File: config.mk
export PLATFORM = sky130hd
export DESIGN_NAME = cla16_adder
export DESIGN_NICKNAME = d
export VERILOG_FILES = /design/src/rtl/cla_pkg.sv /design/src/rtl/cla_block.sv /design/src/rtl/cla_group_unit.sv /design/src/rtl/cla16_adder.sv
export SDC_FILE = /design/constraint.sdc
export NUM_CORES = 1
export LEC_CHECK = 0
export BUFFER_PORTS_ARGS = -buffer_cell sky130_fd_sc_hd__buf_2
export CAP_MARGIN = 0
export CORE_AREA = 2 2 48 61
export DETAILED_ROUTE_END_ITERATION = 8
export DIE_AREA = 0 0 50 63
export MAX_ROUTING_LAYER = met4
export PLACE_DENSITY = 0.76
export SYNTH_ARGS = -nofsm -noshare
export SYNTH_HDL_FRONTEND = slang
export SYNTH_SLANG_ARGS = --single-unit
export TNS_END_PERCENT = 20
File: constraint.sdc
create_clock -name vclk -period 2.77
set_input_delay 0.554 -clock vclk [all_inputs]
set_output_delay 0.554 -clock vclk [all_outputs]
set_load 0.01 [all_outputs]
File: src/rtl/cla_pkg.sv
// Package cla_pkg
// Shared declarations for the lookahead adder: the slice-level
// generate/propagate pair and one sum-of-products carry function used
// by both lookahead levels.
// Assumes: no slice or group is wider than LA_MAX terms.
package cla_pkg;

    localparam int LA_MAX = 16;

    typedef struct packed {
        logic gen;   // the slice creates a carry by itself
        logic prop;  // the slice passes an incoming carry through
    } blk_pg_t;

    // Carry out of position `upto`, written as an OR of product terms:
    // g[j] AND every p above j, plus cin AND p[0..upto].
    function automatic logic la_carry(
        input logic [LA_MAX-1:0] g,
        input logic [LA_MAX-1:0] p,
        input logic              cin,
        input int                upto
    );
        logic acc;
        logic term;
        logic chain;
        chain = cin;
        for (int k = 0; k <= upto; k++) chain = chain & p[k];
        acc = chain;
        for (int j = 0; j <= upto; j++) begin
            term = g[j];
            for (int k = j + 1; k <= upto; k++) term = term & p[k];
            acc = acc | term;
        end
        return acc;
    endfunction

    // Generate term of a whole group: la_carry with no carry-in.
    function automatic logic la_group_gen(
        input logic [LA_MAX-1:0] g,
        input logic [LA_MAX-1:0] p,
        input int                upto
    );
        return la_carry(g, p, 1'b0, upto);
    endfunction

endpackage

File: src/rtl/cla_block.sv
// Module cla_block
// One lookahead slice of BW bits. It forms the per-bit generate and
// propagate terms, expands every internal carry from them, produces the
// sum bits, and passes the slice generate/propagate pair upward.
// Assumes: 1 <= BW <= cla_pkg::LA_MAX. The carry-in comes from the
// upper lookahead level. The slice never sees its own carry-out.
module cla_block
    import cla_pkg::*;
#(
    parameter int BW = 4
) (
    input  logic [BW-1:0] a,
    input  logic [BW-1:0] b,
    input  logic          cin,
    output logic [BW-1:0] s,
    output blk_pg_t       pg
);

    localparam int PADW = LA_MAX - BW;

    logic [BW-1:0]     g_bit;
    logic [BW-1:0]     p_bit;
    logic [BW:0]       c_int;
    logic [LA_MAX-1:0] g_ext;
    logic [LA_MAX-1:0] p_ext;

    // Per-bit terms: these depend on the operand bits only.
    always_comb begin
        g_bit = a & b;
        p_bit = a | b;
        g_ext = {{PADW{1'b0}}, g_bit};
        p_ext = {{PADW{1'b0}}, p_bit};
    end

    // Expand every internal carry straight from the terms and cin.
    always_comb begin
        c_int    = '0;
        c_int[0] = cin;
        for (int i = 0; i < BW; i++) c_int[i+1] = la_carry(g_ext, p_ext, cin, i);
    end

    // Sum bits and the slice pair exported to the second level.
    always_comb begin
        s       = a ^ b ^ c_int[BW-1:0];
        pg.prop = &p_bit;
        pg.gen  = la_group_gen(g_ext, p_ext, BW - 1);
    end

    // Checks on this slice: the lookahead output against an arithmetic add.
    logic [BW:0] slice_ref;
    always_comb begin
        slice_ref = {1'b0, a} + {1'b0, b} + {{BW{1'b0}}, cin};
        p_slice_sum_r1: assert (s == slice_ref[BW-1:0])
            else $error("R1 slice sum mismatch");
        // the exported pair must reproduce the slice carry-out.
        p_slice_carry_r2: assert ((pg.gen | (pg.prop & cin)) == slice_ref[BW])
            else $error("R2 slice carry mismatch");
        // a slice that generates cannot also be needed to propagate a zero carry-in.
        p_slice_gen_r4: assert (!pg.gen || slice_ref[BW])
            else $error("R4 slice generate without carry");
    end

endmodule

File: src/rtl/cla_group_unit.sv
// Module cla_group_unit
// Second lookahead level. From each slice's generate/propagate pair and
// the carry-in, it expands the carry into every slice and the final
// carry-out as sums of products. No carry passes from slice to slice.
// Assumes: 1 <= NB <= cla_pkg::LA_MAX.
module cla_group_unit
    import cla_pkg::*;
#(
    parameter int NB = 4
) (
    input  blk_pg_t       pg [NB],
    input  logic          cin,
    output logic [NB:0]   bc
);

    localparam int PADN = LA_MAX - NB;

    logic [NB-1:0]     bg;
    logic [NB-1:0]     bp;
    logic [LA_MAX-1:0] bg_ext;
    logic [LA_MAX-1:0] bp_ext;

    // Gather the slice pairs into vectors.
    always_comb begin
        for (int k = 0; k < NB; k++) begin
            bg[k] = pg[k].gen;
            bp[k] = pg[k].prop;
        end
        bg_ext = {{PADN{1'b0}}, bg};
        bp_ext = {{PADN{1'b0}}, bp};
    end

    // bc[k] is the carry into slice k. bc[NB] is the carry-out.
    always_comb begin
        bc    = '0;
        bc[0] = cin;
        for (int k = 0; k < NB; k++) bc[k+1] = la_carry(bg_ext, bp_ext, cin, k);
    end

    // a slice carry is present only if some lower slice generates, or cin passes through all of them.
    always_comb begin
        p_group_source_r4: assert (!bc[NB] || (|bg) || (cin && (&bp)))
            else $error("R4 carry-out with no source");
    end

endmodule

File: src/rtl/cla16_adder.sv
// Module cla16_adder
// Two-level lookahead adder: WIDTH/BLOCK slices of BLOCK bits under a
// single second-level unit. It also reports the carry-out and the
// two's-complement overflow flag.
// Assumes: WIDTH is a multiple of BLOCK. Purely combinational, so there
// is no clock or reset.
module cla16_adder
    import cla_pkg::*;
#(
    parameter int WIDTH = 16,
    parameter int BLOCK = 4
) (
    input  logic [WIDTH-1:0] opa,
    input  logic [WIDTH-1:0] opb,
    input  logic             cin,
    output logic [WIDTH-1:0] sum,
    output logic             cout,
    output logic             ovf
);

    localparam int NBLK = WIDTH / BLOCK;
    localparam int MSB  = WIDTH - 1;

    blk_pg_t         slice_pg [NBLK];
    logic [NBLK:0]   slice_cin;

    generate
        for (genvar k = 0; k < NBLK; k++) begin : g_slice
            cla_block #(.BW(BLOCK)) u_slice (
                .a   (opa[k*BLOCK +: BLOCK]),
                .b   (opb[k*BLOCK +: BLOCK]),
                .cin (slice_cin[k]),
                .s   (sum[k*BLOCK +: BLOCK]),
                .pg  (slice_pg[k])
            );
        end
    endgenerate

    cla_group_unit #(.NB(NBLK)) u_group (
        .pg  (slice_pg),
        .cin (cin),
        .bc  (slice_cin)
    );

    // Carry-out and overflow, the latter from the sign bits.
    always_comb begin
        cout = slice_cin[NBLK];
        ovf  = (opa[MSB] == opb[MSB]) && (sum[MSB] != opa[MSB]);
    end

    // Whole-word checks against arithmetic done at full width.
    logic [WIDTH:0]        total_ref;
    logic signed [WIDTH:0] signed_ref;
    always_comb begin
        total_ref  = {1'b0, opa} + {1'b0, opb} + {{WIDTH{1'b0}}, cin};
        signed_ref = $signed({opa[MSB], opa}) + $signed({opb[MSB], opb})
                   + $signed({{WIDTH{1'b0}}, cin});
        p_word_sum_r1: assert (sum == total_ref[WIDTH-1:0])
            else $error("R1 sum mismatch");
        p_carry_out_r2: assert (cout == total_ref[WIDTH])
            else $error("R2 carry-out mismatch");
        p_no_overflow_r5: assert (ovf == (signed_ref[WIDTH] != signed_ref[MSB]))
            else $error("R5 overflow mismatch");
        p_mixed_sign_r6: assert (!(opa[MSB] != opb[MSB]) || !ovf)
            else $error("R6 overflow on mixed signs");
    end

endmodule

Word-level counts from Yosys, hierarchy flattened:

Index checks and enable logic that the tools add are counted.

* flip-flop bits (word level): 0
* input bits: 33
* word-level logic and storage cells: 115

* equality and inequality tests: 2
* bitwise logic cells: 108
* reduce and logical (&&, ||, !) cells: 5

Operators by type and width (number)
* $and A1 B1 Y1: 46
* $or A1 B1 Y1: 46
* $xor A4 B4 Y4: 8
* $and A4 B4 Y4: 4
* $or A4 B4 Y4: 4
* $reduce_and A4 Y1: 4
* $eq A1 B1 Y1: 1
* $logic_and A1 B1 Y1: 1
* $ne A1 B1 Y1: 1

Longest topological paths before layout:

Gate-level depths: netlist (run 1).

* depth after elaboration: 21
* depth in mapped cells: 10

Cells and area by module:

From an unflattened synthesis (run 1), not the netlist that was laid out.

* cell total of the unflattened synthesis: 161
* area, all modules: 1179.9 µm²

By module, submodules not included
* cla_block (g_slice[2].u_slice ...): times used 2, cells each 39, area an instance 286.5 µm²
* cla_block (g_slice[0].u_slice ...): times used 2, cells each 37, area an instance 269.0 µm²
* cla_group_unit: times used 1, cells each 6, area an instance 46.3 µm²
* cla16_adder: times used 1, cells each 3, area an instance 22.5 µm²

Worst setup path before layout (run 1):

OpenSTA, ideal clock, no wires.

* path type: input-to-output
* start point: input opa[3]
* end point: output sum[13]
* arrival: 2.467 ns
* data required time: 2.216 ns
* setup slack: -0.251 ns
* cell stages on the path: 9
* buffers on the path: 0
* path through: inv_1 -> ha_1 -> inv_1 -> a221oi_2 -> a2111o_1 -> a211oi_4 -> or3_2 -> fa_1 -> xor2_1

* longest elaborated chain between the ends: 13
* elaborated cells between the ends (all ways): 20

RTL lines
* from (decl): RTL line cla16_adder.sv:13 `input logic [WIDTH-1:0] opa,`
* $or A4 B4 Y4: RTL line cla_block.sv:30 `p_bit = a | b;`
* $and A1 B1 Y1
* $or A1 B1 Y1 (3 in series): RTL line cla_pkg.sv:32 `acc = acc | term;`
* $and A1 B1 Y1 (2 in series): RTL line cla_pkg.sv:31 `for (int k = j + 1; k <= upto; k++) term = term & p[k];`
* $or A1 B1 Y1 (*) (3 in series): RTL line cla_pkg.sv:32
* $and A1 B1 Y1 (*): RTL line cla_pkg.sv:27 `for (int k = 0; k <= upto; k++) chain = chain & p[k];`
* $or A1 B1 Y1 (*): RTL line cla_pkg.sv:32
* $xor A4 B4 Y4 (*): RTL line cla_block.sv:44 `s = a ^ b ^ c_int[BW-1:0];`
* to (decl): RTL line cla16_adder.sv:16 `output logic [WIDTH-1:0] sum,`

Every way passes the cells marked *; elsewhere a longest branch is shown, timed or not.

Worst setup path in the final report (run 1):

* start point: input opa[3]
* end point: output sum[12]

* longest elaborated chain between the ends: 11
* elaborated cells between the ends (all ways): 18

RTL lines (RTL line)
* $or A4 B4 Y4: cla_block.sv:30
* $and A1 B1 Y1
* $or A1 B1 Y1 (3 in series): cla_pkg.sv:32
* $and A1 B1 Y1 (2 in series): cla_pkg.sv:31
* $or A1 B1 Y1 (*) (3 in series): cla_pkg.sv:32
* $xor A4 B4 Y4 (*): cla_block.sv:44

Marked as above.

==> results of run 1 <==
## power breakdown
group | switching, mW | internal, mW | total (mW)
Clock | 0 | 0 | 0
Combinational | 0.181 | 0.197 | 0.378
Sequential | 0 | 0 | 0
Total | 0.181 | 0.197 | 0.378
## path summary, 6_finish.rpt
kind                   to  depth (start not counted)   start
setup / recovery  sum[12]                         10  opa[3]
hold / removal     sum[4]                          3  opb[4]
## cells by family after synthesis
group | Yosys count | synth area share [%]
xor gates and xnor gates | 10 | 7.600
AOI/OAI and AO/OA | 29 | 19.43
adders and majority gates | 36 | 41.69
buffers and inverters | 43 | 14.01
muxes | 2 | 1.846
and+or+nand+nor | 34 | 15.42
## routing by layer
layer / vias up / part of all wire, % / track usage, %
li1: 655 / - / -
met1: 596 / 38 / 18.63
met2: 37 / 57 / 38.65
met3: 0 / 5.6 / 1.196
met4: 0 / 0 / 1.042
met5: - / 0 / -
## what timing repair did
item / 4_1_cts / 5_1_grt
setup buffers: 2 / 0
setup endpoints to repair: 10 / 11
pin swaps: 11 / 1
resized for setup: 22 / 1
## through the flow
| stage | setup slack, ns | power, mW |
|---|---|---|
| 2_1_floorplan | -0.1377 | 0.2073 |
| 3_3_place_gp | -0.4660 | 0.3455 |
| 3_5_place_dp | -0.5085 | 0.3534 |
| 4_1_cts | -0.3158 | 0.3795 |
| 5_1_grt | -0.3942 | 0.4164 |
| 6_report | -0.3319 | 0.3779 |
## cells in the final DEF, fill, tap and decap left out, types with 2 or more instances in the layout
cell type and count:
o21a_1 2, buf_4 27, nand3_1 2, a21o_1 2
xor2_1 5, nor2_1 13, nor2_2 2, nand2b_1 4
buf_8 3, nand2_1 3, ha_2 3, xnor2_1 4
ha_1 27, buf_6 2, a21oi_1 5, nor4_1 2
o21ai_0 4, o21bai_1 3, inv_4 2, inv_1 36
ha_4 2, inv_2 3, fa_1 3, buf_2 46
## area by class of cell
| cell class | instances | area (um2) | share of cell area (%) |
|---|---|---|---|
| repair buffers | 79 | 520.5 | 28.61 |
| multi-input cells | 111 | 1072 | 58.94 |
| inverters | 43 | 183.9 | 10.11 |
| well taps | 34 | 42.54 | 2.338 |
## cell usage after synthesis (2+ instances only)
cell / instances / area (um2)
xnor2_1: 4 / 35.03
ha_1: 32 / 400.4
nor2_1: 15 / 56.30
nor4_1: 2 / 12.51
nand2_1: 3 / 11.26
fa_1: 4 / 80.08
a21oi_1: 5 / 25.02
o21a_1: 2 / 15.01
inv_1: 43 / 161.4
o21ai_0: 4 / 20.02
xor2_1: 6 / 52.55
nand3_1: 2 / 10.01
a21o_1: 2 / 15.01
o21bai_1: 3 / 22.52
nand2b_1: 4 / 25.02
==> flow_summary_export.csv, run 1 <==
group,metric,value,unit
route,drtIter0Drc,6,
cells_and_area,seqCellArea,0,um2
floorplan,dieArea,3150,um2
floorplan,start_util,44.30,%
cells_and_area,fin_nets,304,
global_routing,gr-total-overflow,0,
cells_and_area,n_clock_buffer,0,
cells_and_area,design.seq.count,0,
worst_setup_path,critPathArrivalTime,2.55,ns
timing,fin_crit_sh,112.0,%
placed_design,io_buffers,51,
placed_design,gp_congestion,0.8139,
cells_and_area,fin_cells,267,
timing,period_minus_slack,3.102,ns
logic_synthesis,netlist_area,1152,um2
timing,rsz0062_at_grt,"true",
global_routing,antenna_found_initial,0,
worst_setup_path,crit_chain,"buf_8, inv_6, ha_4, inv_2, a221oi_4, a2111o_1, a211oi_4, or3_4, fa_2, buf_6",
logic_synthesis,ys_seq_area_share,0,%
worst_setup_path,critPathTopFamily,"adder cells",
run_status,violations,"setup timing",
worst_hold_path,hold_class,"input pin to primary output",
timing,setup_ws,-0.3319,ns
logic_synthesis,yosysUniqueCellTypes,38,
route,finalWirelength,2759,um
floorplan,rows,21,
logic_synthesis,synth_warnings,0,
flow_run,cap_violations,0,
clocking,hold_buffers,0,
timing,setup_viol_count_final,8,
placed_design,post_dp_cell_area,1707,um2
timing,whs,1.513,ns
route,drcViolationCount,0,
floorplan,die_h,63,um
worst_setup_path,max_stage_delay,0.54,ns
timing,hold_viol,0,
timing,worstMarginPinSlew,0.4021,ns
placed_design,dp_hpwl,2479,um
route,avgViaCountPerCell,4.824,
route,first_pass_iters,4,
global_routing,grt_start_max_net_pins,7,
logic_synthesis,synthCells,154,
floorplan,ios,51,
route,ant_nets,0,
worst_setup_path,path_class,"input pin to primary output",
cells_and_area,fill_cells,245,
placed_design,placed_cells,265,
power,power_leakage,1.036,nW
power,irDropWorstVdd,0.1186,mV
worst_setup_path,critPathLaunchType,"input pin",
timing,slew_violations,0,
cells_and_area,fin_util,69.94,%
global_routing,grt_usage,18.54,%
route,wl_per_cell,10.33,um
logic_synthesis,avgSynthCellArea,7.483,um2
timing,fmax,322.4,MHz
cells_and_area,layout-drive-gt1-share,45.49,%
cells_and_area,num_antenna_cells,0,
logic_synthesis,syn_nets,223,
floorplan,die_w,50,um
global_routing,grt_pass1_wl,4802,um
worst_setup_path,worst-path-buf-inv,4,
route,vias,1288,
global_routing,grt_pass1_vias,1286,
cells_and_area,syn_to_final_growth,57.87,%
worst_setup_path,cp_max_fo,3,
worst_setup_path,slowest_stage,"fa_2",
timing,slew_headroom,72.91,%
run_status,status,"complete, but fails checks",
power,power_density,207.7,nW/um2
timing,tns,-1.955,ns
worst_setup_path,cp.required,2.22,ns
floorplan,core,2601,um2
cells_and_area,finish.instance_area,1819,um2
worst_setup_path,cp-end-kind,"primary output",
Power figures use the tool's default switching activity.
==> run 2, diff against run 1 <==
- CORE_AREA: 2 2 48 61 -> 2 2 55 70
- DIE_AREA: 0 0 50 63 -> 0 0 57 72
- PLACE_DENSITY: 0.76 -> 0.59
==> flow_summary_export.csv, run 2 (synthesis gave the netlist of run 1 again) <==
group,metric,value,unit
run_status,status,"complete, but fails checks",
run_status,violations,"setup timing",
floorplan,dieArea,4104,um2
global_routing,grt_start_max_net_pins,7,
floorplan,core,3423,um2
cells_and_area,syn_to_final_growth,63.63,%
timing,fmax,320.1,MHz
placed_design,gp_congestion,0.8040,
cells_and_area,fin_nets,308,
timing,setup_viol_count_final,9,
timing,worstMarginPinSlew,0.4538,ns
cells_and_area,final_common_cell,"buf_2",
route,first_pass_iters,4,
route,avgViaCountPerCell,4.554,
worst_setup_path,cp-end-kind,"primary output",
worst_setup_path,slowest_stage,"fa_1",
power,clockPowerShare,0,%
timing,setup_ws,-0.3545,ns
route,finalWirelength,2770,um
route,vias,1257,
floorplan,rows,24,
worst_setup_path,cp_max_fo,2,
placed_design,post_dp_cell_area,1735,um2
worst_setup_path,cp.required,2.22,ns
cells_and_area,seqCellArea,0,um2
worst_setup_path,path_class,"input pin to primary output",
worst_setup_path,cp.depth,12,
worst_setup_path,critPathLaunchType,"input pin",
timing,slew_headroom,69.43,%
cells_and_area,fill_cells,353,
worst_setup_path,max_stage_delay,0.45,ns
cells_and_area,fin_cells,276,
power,combinationalPowerShare,100.0,%
flow_run,cap_violations,0,
floorplan,die_h,72,um
route,wl_per_cell,10.04,um
worst_setup_path,crit_end,"sum[8]",
placed_design,io_buffers,51,
floorplan,ios,51,
floorplan,die_w,57,um
placed_design,dp_slack,-0.4795,ns
timing,fin_crit_sh,112.8,%
floorplan,start_util,33.66,%
worst_setup_path,critPathTopFamily,"compound AO/OA/AOI/OAI gates",
placed_design,dp_hpwl,2408,um
cells_and_area,num_antenna_cells,0,
worst_setup_path,critPathArrivalTime,2.57,ns
cells_and_area,finish.instance_area,1886,um2
placed_design,placed_cells,273,
worst_setup_path,critPathLaunch,"opa[1]",
global_routing,grt_pass1_wl,4857,um
power,irDropWorstVdd,0.1221,mV
timing,rsz0062_at_grt,"true",
cells_and_area,layout-drive-gt1-share,48.10,%
global_routing,grt_usage,14.27,%
power,power_density,207.9,nW/um2
global_routing,grt_pass1_vias,1246,
power,seq_power_share,0,%
route,drcViolationCount,0,
cells_and_area,n_clock_buffer,0,
worst_setup_path,crit_chain,"buf_6, inv_2, ha_4, nor3_4, o21ai_2, a2111o_1, buf_4, nand2_1, nor2_2, o21bai_1, fa_1, buf_2",
clocking,hold_buffers,0,
worst_setup_path,worst-path-buf-inv,4,
timing,tns,-1.726,ns
power,finalPower,0.3919,mW
power,switching_share,47.42,%
timing,whs,1.514,ns
cells_and_area,fin_util,55.08,%
cells_and_area,design.seq.count,0,
cells_and_area,final_cell_mix,"44 x buf_2, 34 x inv_1, 31 x buf_4, 27 x ha_1, 13 x nor2_1",
route,ant_nets,0,
timing,slew_violations,0,
timing,hold_viol,0,
power,power.switching,0.1858,mW
timing,period_minus_slack,3.124,ns
global_routing,gr-total-overflow,0,
worst_hold_path,hold_class,"input pin to primary output",
route,drtIter0Drc,31,
global_routing,antenna_found_initial,0,
power,power_leakage,1.063,nW
power,internal-power,0.2061,mW
[run 2: timing repair]
item / 4_1_cts / 5_1_grt
endpoints found under the hold margin: 0 / 0
gates resized for setup: 23 / 4
pin swaps: 12 / 2
endpoints found under the setup margin: 10 / 10
buffers inserted: 1 / 2
[run 2: worst min-delay path, cell delays in order]
cell and delay [ns]:
buf_2 0.12, fa_1 0.16, buf_2 0.13
[run 2: area by class of cell]
cell class	count	area (um2)	area share, %
multi-input cells	111	1107	58.73
repair buffers	83	550.5	29.20
well taps	39	48.80	2.588
inverters	43	178.9	9.489
[run 2: per-layer routing]
layer	up-vias	wire, um	share of wire (%)	GRT usage (%)
li1	662	-	-	-
met3	0	109	3.9	0.5348
met2	35	1515	55	28.86
met4	0	0	0	0
met1	560	1144	41	16.23
met5	-	0	0	-
[run 2: worst min-delay path by stage]
stage / from / to / slack [ns] / depth (start not counted)
2_1_floorplan: opb[4] / sum[4] / 1.30 / 1
3_3_place_gp: opb[4] / sum[4] / 1.50 / 3
3_5_place_dp: opb[8] / sum[8] / 1.51 / 3
4_1_cts: opb[8] / sum[8] / 1.53 / 3
5_1_grt: opb[4] / sum[4] / 1.55 / 3
6_report: opb[4] / sum[4] / 1.51 / 3
[run 2: power groups by stage]
stage	logic, mW	registers (mW)	clock network [mW]
2_1_floorplan	0.207	0	0
3_3_place_gp	0.351	0	0
3_5_place_dp	0.355	0	0
4_1_cts	0.383	0	0
5_1_grt	0.432	0	0
6_report	0.392	0	0
==> run 3, diff against run 2 <==
- SETUP_SLACK_MARGIN: not set -> 0.5
==> flow_summary_export.csv, run 3 (synthesis gave the netlist of run 1 again) <==
group,metric,value,unit
power,combinationalPowerShare,100.0,%
route,first_pass_iters,4,
global_routing,grt_pass1_vias,1204,
floorplan,start_util,33.66,%
cells_and_area,layout-drive-gt1-share,50.42,%
worst_setup_path,critPathLaunchType,"input pin",
timing,worstMarginPinSlew,0.4138,ns
power,clockPowerShare,0,%
timing,fin_crit_sh,110.6,%
clocking,hold_buffers,0,
placed_design,placed_cells,272,
timing,slew_violations,0,
route,ant_nets,0,
power,finalPower,0.4066,mW
run_status,status,"complete, but fails checks",
cells_and_area,num_antenna_cells,0,
global_routing,busiest_layer,"met2",
cells_and_area,final_common_cell,"buf_2",
placed_design,dp_hpwl,2335,um
global_routing,grt_start_max_net_pins,7,
worst_setup_path,slowest_stage,"fa_2",
cells_and_area,final_cell_mix,"41 x buf_2, 34 x inv_1, 31 x buf_4, 27 x ha_1, 11 x nor2_1",
global_routing,antenna_found_initial,0,
timing,slew_headroom,72.12,%
timing,rsz0062_at_grt,"true",
floorplan,ios,51,
worst_setup_path,cp_max_fo,3,
global_routing,use_met1,14.52,%
worst_setup_path,max_stage_delay,0.53,ns
power,seq_power_share,0,%
power,power_leakage,1.074,nW
route,finalWirelength,2669,um
cells_and_area,finish.instance_area,1956,um2
worst_setup_path,cp-end-kind,"primary output",
worst_setup_path,path_class,"input pin to primary output",
worst_setup_path,cp.required,2.22,ns
worst_setup_path,critPathArrivalTime,2.51,ns
power,switching_share,46.41,%
power,power_density,207.9,nW/um2
floorplan,rows,24,
timing,setup_viol_count_final,8,
placed_design,post_dp_cell_area,1730,um2
cells_and_area,fin_nets,307,
route,drtIter0Drc,15,
worst_setup_path,worst-path-buf-inv,4,
timing,setup_ws,-0.2943,ns
run_status,violations,"setup timing",
global_routing,gr-total-overflow,0,
floorplan,core,3423,um2
cells_and_area,n_clock_buffer,0,
placed_design,gp_congestion,0.8258,
global_routing,met3_usage,0.1783,%
route,drcViolationCount,0,
worst_setup_path,crit_chain,"buf_12, inv_12, ha_4, inv_2, a221oi_4, a2111o_1, a211oi_4, or3_4, fa_2, buf_6",
placed_design,io_buffers,51,
global_routing,gr-usage-met2,26.95,%
floorplan,die_w,57,um
worst_hold_path,hold_class,"input pin to primary output",
floorplan,die_h,72,um
flow_run,cap_violations,0,
worst_setup_path,critPathTopFamily,"adder cells",
power,irDropWorstVdd,0.1305,mV
cells_and_area,syn_to_final_growth,69.71,%
route,avgViaCountPerCell,4.527,
cells_and_area,fin_cells,275,
timing,fmax,326.3,MHz
global_routing,grt_pass1_wl,4457,um
cells_and_area,seqCellArea,0,um2
floorplan,dieArea,4104,um2
route,vias,1245,
cells_and_area,fin_util,57.13,%
power,internal-power,0.2179,mW
global_routing,grt_usage,13.04,%
cells_and_area,design.seq.count,0,
route,wl_per_cell,9.705,um
timing,period_minus_slack,3.064,ns
timing,hold_viol,0,
power,power.switching,0.1887,mW
==> run 3: cell count changes in the layout (fill, tap and decap cells not counted), moves of 2 or more <==
cell    change
nor2_2      +2
fa_1        -2
inv_4       +5
nor2_1      -2
buf_8       +3
buf_6       -2
inv_2       -5
fa_2        +2
buf_2       -3
==> run 3: area by class of cell <==
cell class	instances	area (um2)
fillers	322	1468
inverters	43	191.4
multi-input cells	111	1137
well taps	39	48.80
repair buffers	82	578.1
==> run 3: final timing paths <==
kind	slack [ns]	startpoint	end	cells after the start
hold / removal	1.54	opb[4]	sum[4]	3
setup / recovery	-0.29	opb[3]	sum[12]	10
==> run 3: tightest hold or removal path, cell delays in order <==
cell and delay [ns]:
buf_2 0.11, fa_2 0.22, buf_6 0.10
==> run 3: what timing repair did <==
action | 4_1_cts | 5_1_grt
gates cloned | 0 | 0
gates resized for setup | 36 | 13
buffers inserted | 3 | 0
endpoints found under the hold margin | 0 | 0
setup endpoints to repair | 14 | 15
pin swaps | 19 | 7
==> run 3: metal layers <==
metal	vias to the layer above	wire, um
met3	0	104
met1	550	1079
li1	661	-
met4	0	0
met5	-	0
met2	34	1485
==> run 3: per-stage QoR <==
stage | setup WS (ns) | setup TNS [ns] | hold slack (ns)
4_1_cts | -0.3230 | -1.966 | 1.523
3_5_place_dp | -0.4985 | -3.147 | 1.510
3_3_place_gp | -0.5016 | -3.211 | 1.501
6_report | -0.2943 | -1.701 | 1.538
5_1_grt | -0.3766 | -2.376 | 1.560
2_1_floorplan | -0.1377 | -0.2584 | 1.296
==> run 3: power groups by stage <==
stage	registers, mW	clock network, mW	logic [mW]
5_1_grt	0	0	0.448
3_3_place_gp	0	0	0.350
2_1_floorplan	0	0	0.207
6_report	0	0	0.407
3_5_place_dp	0	0	0.353
4_1_cts	0	0	0.397
